## config.mk

```make
export PLATFORM = sky130hd
export DESIGN_NAME = boot_flash_ctrl
export DESIGN_NICKNAME = d
export VERILOG_FILES = /design/src/rtl/flashctl_pkg.sv /design/src/rtl/fc_block_map.sv /design/src/rtl/fc_array.sv /design/src/rtl/fc_cmd_fsm.sv /design/src/rtl/boot_flash_ctrl.sv
export SDC_FILE = /design/constraint.sdc
export NUM_CORES = 2
export LEC_CHECK = 0
export ABC_AREA = 1
export BUFFER_PORTS_ARGS = -buffer_cell sky130_fd_sc_hd__buf_2
export CORE_MARGIN = 2
export CORE_UTILIZATION = 45
export CTS_CLUSTER_DIAMETER = 50
export DETAILED_ROUTE_END_ITERATION = 12
export SETUP_SLACK_MARGIN = 0.2
export SYNTH_ARGS = -nofsm -noshare
export SYNTH_HDL_FRONTEND = slang
export SYNTH_SLANG_ARGS = --single-unit
```

## constraint.sdc

```tcl
create_clock -name clk -period 3.12 [get_ports clk]
set_input_delay 0.624 -clock clk [delete_from_list [all_inputs] [get_ports clk]]
set_output_delay 0.624 -clock clk [all_outputs]
set_load 0.01 [all_outputs]
```

## src/rtl/flashctl_pkg.sv

```systemverilog
package flashctl_pkg;

  localparam int WADDR_W  = 19;
  localparam int DATA_W   = 16;
  localparam int NUM_BLKS = 11;
  localparam int BLK_W    = 4;

  typedef enum logic [2:0] {
    M_ARRAY, M_IDENT, M_STATUS, M_ERASE_SU, M_PROG_SU, M_BUSY
  } mode_e;

  localparam logic [7:0] CMD_ARRAY   = 8'hFF;
  localparam logic [7:0] CMD_IDENT   = 8'h90;
  localparam logic [7:0] CMD_STAT    = 8'h70;
  localparam logic [7:0] CMD_CLEAR   = 8'h50;
  localparam logic [7:0] CMD_ERASE   = 8'h20;
  localparam logic [7:0] CMD_PROG_A  = 8'h10;
  localparam logic [7:0] CMD_PROG_B  = 8'h40;
  localparam logic [7:0] CMD_CONFIRM = 8'hD0;

  // Block index of a word address, blocks numbered in ascending address order.
  function automatic logic [BLK_W-1:0] blk_of(input logic [WADDR_W-1:0] a, input logic top);
    logic [BLK_W-1:0] b;
    if (top) begin
      if (a[18:16] != 3'b111)      b = {1'b0, a[18:16]};
      else if (a[15:14] != 2'b11)  b = 4'd7;
      else if (a[13])              b = 4'd10;
      else                         b = a[12] ? 4'd9 : 4'd8;
    end else begin
      if (a[18:16] != 3'b000)      b = 4'd3 + {1'b0, a[18:16]};
      else if (a[15:14] != 2'b00)  b = 4'd3;
      else if (!a[13])             b = 4'd0;
      else                         b = a[12] ? 4'd2 : 4'd1;
    end
    return b;
  endfunction

  function automatic logic [BLK_W-1:0] boot_idx(input logic top);
    return top ? 4'd10 : 4'd0;
  endfunction

  function automatic logic [DATA_W-1:0] ident_word(input logic a0, input logic top);
    if (!a0) return 16'h0089;
    return {8'h88, (top ? 8'h9C : 8'h9D)};
  endfunction

endpackage

```

## src/rtl/fc_block_map.sv

```systemverilog
module fc_block_map
  import flashctl_pkg::*;
#(
  parameter bit TOP_BOOT = 1'b1
) (
  input  logic [WADDR_W-1:0] addr,
  output logic [BLK_W-1:0]   blk
);
  assign blk = blk_of(addr, TOP_BOOT);
endmodule

```

## src/rtl/fc_array.sv

```systemverilog
module fc_array
  import flashctl_pkg::*;
#(
  parameter int SLOT_BITS = 2
) (
  input  logic                 clk,
  input  logic                 apply,
  input  logic                 erase,
  input  logic [BLK_W-1:0]     wblk,
  input  logic [SLOT_BITS-1:0] wslot,
  input  logic [DATA_W-1:0]    wdata,
  input  logic [BLK_W-1:0]     rblk,
  input  logic [SLOT_BITS-1:0] rslot,
  output logic [DATA_W-1:0]    rword
);
  localparam int SLOTS = 1 << SLOT_BITS;
  localparam int WORDS = NUM_BLKS * SLOTS;
  localparam int IDX_W = $clog2(WORDS);

  logic [DATA_W-1:0] mem [WORDS];
  logic [IDX_W-1:0]  widx, ridx;

  assign widx  = IDX_W'(int'(wblk) * SLOTS + int'(wslot));
  assign ridx  = IDX_W'(int'(rblk) * SLOTS + int'(rslot));
  assign rword = mem[ridx];

  always_ff @(posedge clk) begin
    if (apply) begin
      if (erase) begin
        for (int s = 0; s < SLOTS; s++) begin
          mem[IDX_W'(int'(wblk) * SLOTS + s)] <= '1;
        end
      end else begin
        mem[widx] <= mem[widx] & wdata;
      end
    end
  end
endmodule

```

## src/rtl/fc_cmd_fsm.sv

```systemverilog
module fc_cmd_fsm
  import flashctl_pkg::*;
#(
  parameter int BUSY_CYCLES = 8
) (
  input  logic               clk,
  input  logic               rst_n,
  input  logic               wr_en,
  input  logic [WADDR_W-1:0] wr_addr,
  input  logic [DATA_W-1:0]  wr_data,
  input  logic               vpp_ok,
  input  logic               boot_hit,
  input  logic               unlock,
  output mode_e              mode,
  output logic               busy,
  output logic [7:0]         status,
  output logic               apply,
  output logic               op_erase,
  output logic [WADDR_W-1:0] op_addr,
  output logic [DATA_W-1:0]  op_data,
  output logic               start_op,
  output logic               abort_op,
  output logic               bad_confirm,
  output logic               clear_req
);
  localparam int CNT_W = $clog2(BUSY_CYCLES + 1);

  logic [CNT_W-1:0] cnt;
  logic err_erase, err_prog, err_vpp, err_lock;
  logic [7:0] cmd;
  logic in_setup, setup_erase, confirm_cyc, good_confirm, vpp_fail, lock_fail;

  always_comb begin
    cmd          = wr_data[7:0];
    in_setup     = (mode == M_ERASE_SU) || (mode == M_PROG_SU);
    setup_erase  = (mode == M_ERASE_SU);
    confirm_cyc  = wr_en && !busy && in_setup;
    bad_confirm  = confirm_cyc && setup_erase && (cmd != CMD_CONFIRM);
    good_confirm = confirm_cyc && !bad_confirm;
    vpp_fail     = good_confirm && !vpp_ok;
    lock_fail    = good_confirm && vpp_ok && boot_hit && !unlock;
    start_op     = good_confirm && vpp_ok && !(boot_hit && !unlock);
    abort_op     = busy && !vpp_ok;
    apply        = busy && vpp_ok && (cnt == '0);
    clear_req    = wr_en && !busy && !in_setup && (cmd == CMD_CLEAR);
    status       = {!busy, 1'b0, err_erase, err_prog, err_vpp, 1'b0, err_lock, 1'b0};
  end

  always_ff @(posedge clk or negedge rst_n) begin
    if (!rst_n) begin
      mode      <= M_ARRAY;
      busy      <= 1'b0;
      cnt       <= '0;
      err_erase <= 1'b0;
      err_prog  <= 1'b0;
      err_vpp   <= 1'b0;
      err_lock  <= 1'b0;
      op_erase  <= 1'b0;
      op_addr   <= '0;
      op_data   <= '0;
    end else if (busy) begin
      if (abort_op) begin
        busy    <= 1'b0;
        mode    <= M_STATUS;
        err_vpp <= 1'b1;
        if (op_erase) err_erase <= 1'b1;
        else          err_prog  <= 1'b1;
      end else if (cnt == '0) begin
        busy <= 1'b0;
        mode <= M_STATUS;
      end else begin
        cnt <= cnt - 1'b1;
      end
    end else if (wr_en) begin
      if (in_setup) begin
        mode <= M_STATUS;
        if (bad_confirm) begin
          err_erase <= 1'b1;
          err_prog  <= 1'b1;
        end else if (vpp_fail || lock_fail) begin
          if (vpp_fail) err_vpp  <= 1'b1;
          else          err_lock <= 1'b1;
          if (setup_erase) err_erase <= 1'b1;
          else             err_prog  <= 1'b1;
        end else begin
          busy     <= 1'b1;
          mode     <= M_BUSY;
          cnt      <= CNT_W'(BUSY_CYCLES - 1);
          op_erase <= setup_erase;
          op_addr  <= wr_addr;
          op_data  <= wr_data;
        end
      end else begin
        case (cmd)
          CMD_ARRAY:              mode <= M_ARRAY;
          CMD_IDENT:              mode <= M_IDENT;
          CMD_STAT:               mode <= M_STATUS;
          CMD_ERASE:              mode <= M_ERASE_SU;
          CMD_PROG_A, CMD_PROG_B: mode <= M_PROG_SU;
          CMD_CLEAR: begin
            err_erase <= 1'b0;
            err_prog  <= 1'b0;
            err_vpp   <= 1'b0;
            err_lock  <= 1'b0;
          end
          default: ;
        endcase
      end
    end
  end
endmodule

```

## src/rtl/boot_flash_ctrl.sv

```systemverilog
module boot_flash_ctrl
  import flashctl_pkg::*;
#(
  parameter bit TOP_BOOT    = 1'b1,
  parameter int BUSY_CYCLES = 8,
  parameter int SLOT_BITS   = 2
) (
  input  logic        clk,
  input  logic        rst_n,
  input  logic        rst_hv,
  input  logic        wp,
  input  logic        vpp_ok,
  input  logic        wr_en,
  input  logic [18:0] wr_addr,
  input  logic [15:0] wr_data,
  input  logic [18:0] rd_addr,
  output logic [15:0] rd_data,
  output logic        busy,
  output logic [7:0]  status
);
  localparam logic [BLK_W-1:0] BOOT_BLK = boot_idx(TOP_BOOT);
  localparam int NMAP = 3;

  mode_e               mode;
  logic                apply, op_erase, start_op, abort_op, bad_confirm, clear_req;
  logic                boot_hit;
  logic [WADDR_W-1:0]  op_addr;
  logic [DATA_W-1:0]   op_data, arr_word;
  logic [WADDR_W-1:0]  map_addr [NMAP];
  logic [BLK_W-1:0]    map_blk  [NMAP];

  // 0: incoming write, 1: latched operation, 2: read port
  assign map_addr[0] = wr_addr;
  assign map_addr[1] = op_addr;
  assign map_addr[2] = rd_addr;

  for (genvar i = 0; i < NMAP; i++) begin : g_map
    fc_block_map #(.TOP_BOOT(TOP_BOOT)) u_map (
      .addr (map_addr[i]),
      .blk  (map_blk[i])
    );
  end

  assign boot_hit = (map_blk[0] == BOOT_BLK);

  fc_cmd_fsm #(.BUSY_CYCLES(BUSY_CYCLES)) u_fsm (
    .clk         (clk),
    .rst_n       (rst_n),
    .wr_en       (wr_en),
    .wr_addr     (wr_addr),
    .wr_data     (wr_data),
    .vpp_ok      (vpp_ok),
    .boot_hit    (boot_hit),
    .unlock      (wp || rst_hv),
    .mode        (mode),
    .busy        (busy),
    .status      (status),
    .apply       (apply),
    .op_erase    (op_erase),
    .op_addr     (op_addr),
    .op_data     (op_data),
    .start_op    (start_op),
    .abort_op    (abort_op),
    .bad_confirm (bad_confirm),
    .clear_req   (clear_req)
  );

  fc_array #(.SLOT_BITS(SLOT_BITS)) u_array (
    .clk   (clk),
    .apply (apply),
    .erase (op_erase),
    .wblk  (map_blk[1]),
    .wslot (op_addr[SLOT_BITS-1:0]),
    .wdata (op_data),
    .rblk  (map_blk[2]),
    .rslot (rd_addr[SLOT_BITS-1:0]),
    .rword (arr_word)
  );

  always_comb begin
    case (mode)
      M_ARRAY: rd_data = arr_word;
      M_IDENT: rd_data = ident_word(rd_addr[0], TOP_BOOT);
      default: rd_data = {8'h00, status};
    endcase
  end
endmodule

```

==> metrics.md <==
| Metric | Value |
|---|---|
| Synth warn | 0 |
| CP max stage cell | nand4_1 |
| Sequential area share after synthesis | 41.1% |
| RSZ-0062 raised after global routing | yes |
| Total power | 25.5 mW |
| CTS tree | built |
| Worst Max-Slew Pin Slew | approximately 0.87 ns |
| EDFF count, synth | 176 |
| Switching share of total power | 26.3% |
| Initial antenna violation count | 2 |
| Syn Area/Cell | around 6.7 um^2 |
| Die height | 305 um |
| Multi-input gate area | around 21000 um^2 |
| Clock Tree Root | clkbuf_16 |
| Setup WS pre-CTS | -0.360 ns |
| Hold crit path type | in -> async |
| Ys async rst share | under 10% |
| NetSw | ~6.7 mW |
| Detailed Routing Iterations Pass 1 | 9 |
| Max stage delay on crit path | between 0.2 and 0.3 ns |
| DR iter-0 viols | approximately 6300 |
| First-pass GRT wire length | 253 mm |
| CP endpoint kind | output port |
| Core area | around 90000 um^2 |
| Cell breakdown of the critical path | buf_8, nand3_4, nor2_4, a21boi_4, buf_12, buf_6, buf_6, nand3_2, nand3_2, nand3_4, nand4_1, nand2_2, buf_6 |
| Via density | 5.87 |
| Port-buffer cells | 61 |
| Post-synth top cells | nand2_1, a21oi_1, dfxtp_1 |
| Vias in the first global route | approximately 40000 |
| Io pins | 85 |
| Setup CP Type | in -> out |
| P&R area growth vs syn | 24.5% |
| H-tree depth | 3 |
| Cell Count, Final, Fillers Out | 7566 |
| Row count | between 100 and 150 |
| Deepest clock path buffer count | 3 |
| Leading post-synthesis cells by cell area | dfxtp_1, nand2_1, edfxtp_1 |
| PwrDens | between 500 and 600 nW/um^2 |
| Tcrit/Tclk final | 104% |
| WL per Instance | roughly 23 um |
| Min Tclk post-route | 3.26 ns |
| Placer Congestion | around 0.99 |
| Die Wd | approximately 300 um |
| Final WL | roughly 170 mm |
| Final Hold Fails | 0 |
| Final #Nets | approximately 6400 |
| Register area | between 15000 and 20000 um^2 |
| Post-route ant nets | 0 |
| Part of the power in combinational logic | about 13% |
| Layout cells sized above 1 | between 15 and 20% |
| Syn Std Cell Area | just over 40000 um^2 |
| DRC | 0 |
| Initial cell density of the core | between 40% and 50% |
| Final worst slack | -0.136 ns |
| Vias post-DR | ~44000 |
| Flop pwr share | 38.8% |
| Synth cell types | 46 |
| Most common cell on crit path | buf_6 |
| CTS Hold Bufs | 0 |
| CTS clock-pin slew for the worst setup and hold paths | ~0.06 ns |
| #FFs+latches synth | between 700 and 800 |
| Peak VDD IR | a little under 700 uV |
| Congestion Overflow GR | 0 |
| Fmax achieved | ~300 MHz |
| Int Power | between 15 and 20 mW |
| FILL cells | about 8500 |
| Hold_ws | around 0.074 ns |
| Post-Route Skew | 0.0279 ns |
| Slew HR | approximately two fifths |
| Status | complete, but fails checks |
| CP Data Arrival Time | between 2 and 3 ns |
| Max-capacitance violation count | 0 |
| GR Util All Layers | roughly 35% |
| Die Area | 93300 um^2 |
| Total placed cells including tap cells | approximately 7300 |
| CTS buffer count | 100 |
| Clk_lat worst skew | 0.68 ns |
| CP Launch Type | input port |
| Synth top area share | between 20% and 30% |
| Final Max Tran Viols | 0 |
| Failing checks | setup timing |
| Clock power frac | about half |
| Hpwl dp | between 100 and 150 mm |
| Leading area contributor after synthesis | dfxtp_1 |
| Number of clock sinks | 742 |
| Crit Path Max Fanout | 12 |
| P_leak | roughly 23 nW |
| Most common cell in the netlist | nand2_1 |
| WP data required | about 2.5 ns |
| Largest net degree at the start of global routing | 80 |
| # setup viols final | 8 |
| Post-synth top flop | dfxtp_1 |
| Cells after Synth | 6126 |
-- registers in the layout, summed over array words and instances (netlist names) --
name and count:
u_fsm.err_erase 1, u_fsm.err_lock 1, u_fsm.mode 3, u_fsm.err_vpp 1
u_fsm.op_erase 1, u_fsm.err_prog 1, u_fsm.op_addr 9, u_fsm.op_data 16
u_array.mem 704, u_fsm.cnt 4, u_fsm.busy 1
-- cell usage in the layout (no fill, tap or decap), drive strengths merged, types with 2 or more instances in the layout --
master    count
a211oi        4
a21oi       838
a22oi        17
a31oi        11
a32o          7
and3          9
buf         540
bufinv       15
clkbuf      139
clkinv       29
clkinvlp      9
conb          3
dfrtp        38
dfxtp       528
edfxtp      176
inv         351
mux2          4
nand2      2133
nand3       425
nand3b        2
nand4        11
nor2        542
nor3          7
o211a         3
o211ai       92
o21a          2
o21ai       423
o221ai       20
o22ai         5
-- final timing paths --
check	end	slack, ns	cells after the start	from
setup reg to reg	u_array.mem[16][3]	0.23	11	u_fsm.op_addr[1]
setup / recovery	rd_data[4]	-0.14	13	rd_addr[18]
max in group asynchronous	u_fsm.op_addr[0]	2.40	1	rst_n
min in group clk	u_fsm.op_data[15]	0.20	2	wr_data[15]
hold reg to reg	u_array.mem[34][5]	0.47	2	u_array.mem[34][5]
hold / removal	u_fsm.op_data[12]	0.07	1	rst_n
-- routing by layer --
layer	routed length, um	track usage, %	vias to the layer above
li1	-	-	20400
met1	68700	47.9	20800
met2	74700	54.1	2637
met3	19400	6.85	509
met4	9680	17.5	4
met5	25	0	-
-- cell families (layout without fill, tap and decap cells) --
| family | count (synthesis) | in the layout | share of synthesized area, % |
|---|---|---|---|
| buffers and inverters | 823 | 1084 | 9.00 |
| and+or+nand+nor | 3130 | 3130 | 31.2 |
| AOI/OAI and AO/OA | 1424 | 1424 | 18.5 |
| other | 1 | 4 | 0.00917 |
| xor gates and xnor gates | 1 | 1 | 0.0214 |
| adders and majority gates | 1 | 1 | 0.0306 |
| muxes | 4 | 4 | 0.110 |
| DFF | 742 | 742 | 41.1 |
-- area by class of cell --
| cell class | instances | area share (%) |
|---|---|---|
| Multi-Input combinational cell | 4563 | 42.0 |
| Sequential cell | 742 | 33.0 |
| Timing Repair Buffer | 550 | 12.2 |
| Clock buffer | 130 | 5.63 |
| Tap cell | 1176 | 2.89 |
| Inverter | 346 | 2.72 |
| Clock inverter | 57 | 1.44 |
| Timing Repair inverter | 1 | 0.0172 |
| Antenna cell | 1 | 0.00492 |
-- worst max-delay path: cells and delay by family --
family / cells / cell delay (ns)
and+or+nand+nor: 7 / 1.21
buffers and inverters: 5 / 0.68
AOI/OAI and AO/OA: 1 / 0.10
-- power groups by stage --
stage | clock (mW) | sequential [mW] | combinational (mW)
floorplan | 0 | 10.1 | 1.29
global placement | 0 | 10.1 | 2.49
detailed placement | 0 | 10.1 | 2.50
CTS | 12.5 | 9.90 | 2.79
global route | 12.9 | 9.90 | 3.31
finish | 12.4 | 9.90 | 3.18
-- repair_timing --
item                       CTS  global route
pin swaps                   37            83
gates resized for setup    170           180
setup buffers               26            32
setup endpoints to repair   16           177
cloned                       7             9
hold endpoints to repair     0             0
-- through the flow --
step                      utilization (%)  setup TNS [ns]  cell area (um^2)
final                                56.5          -0.467             50900
after global routing                 56.5          -0.676             50900
after CTS                            55.2          -0.174             49700
after detailed placement             50.0           -2.87             45000
after global placement               50.0           -3.24             45000
after floorplan                         -               0             40900
Power figures use the tool's default switching activity.
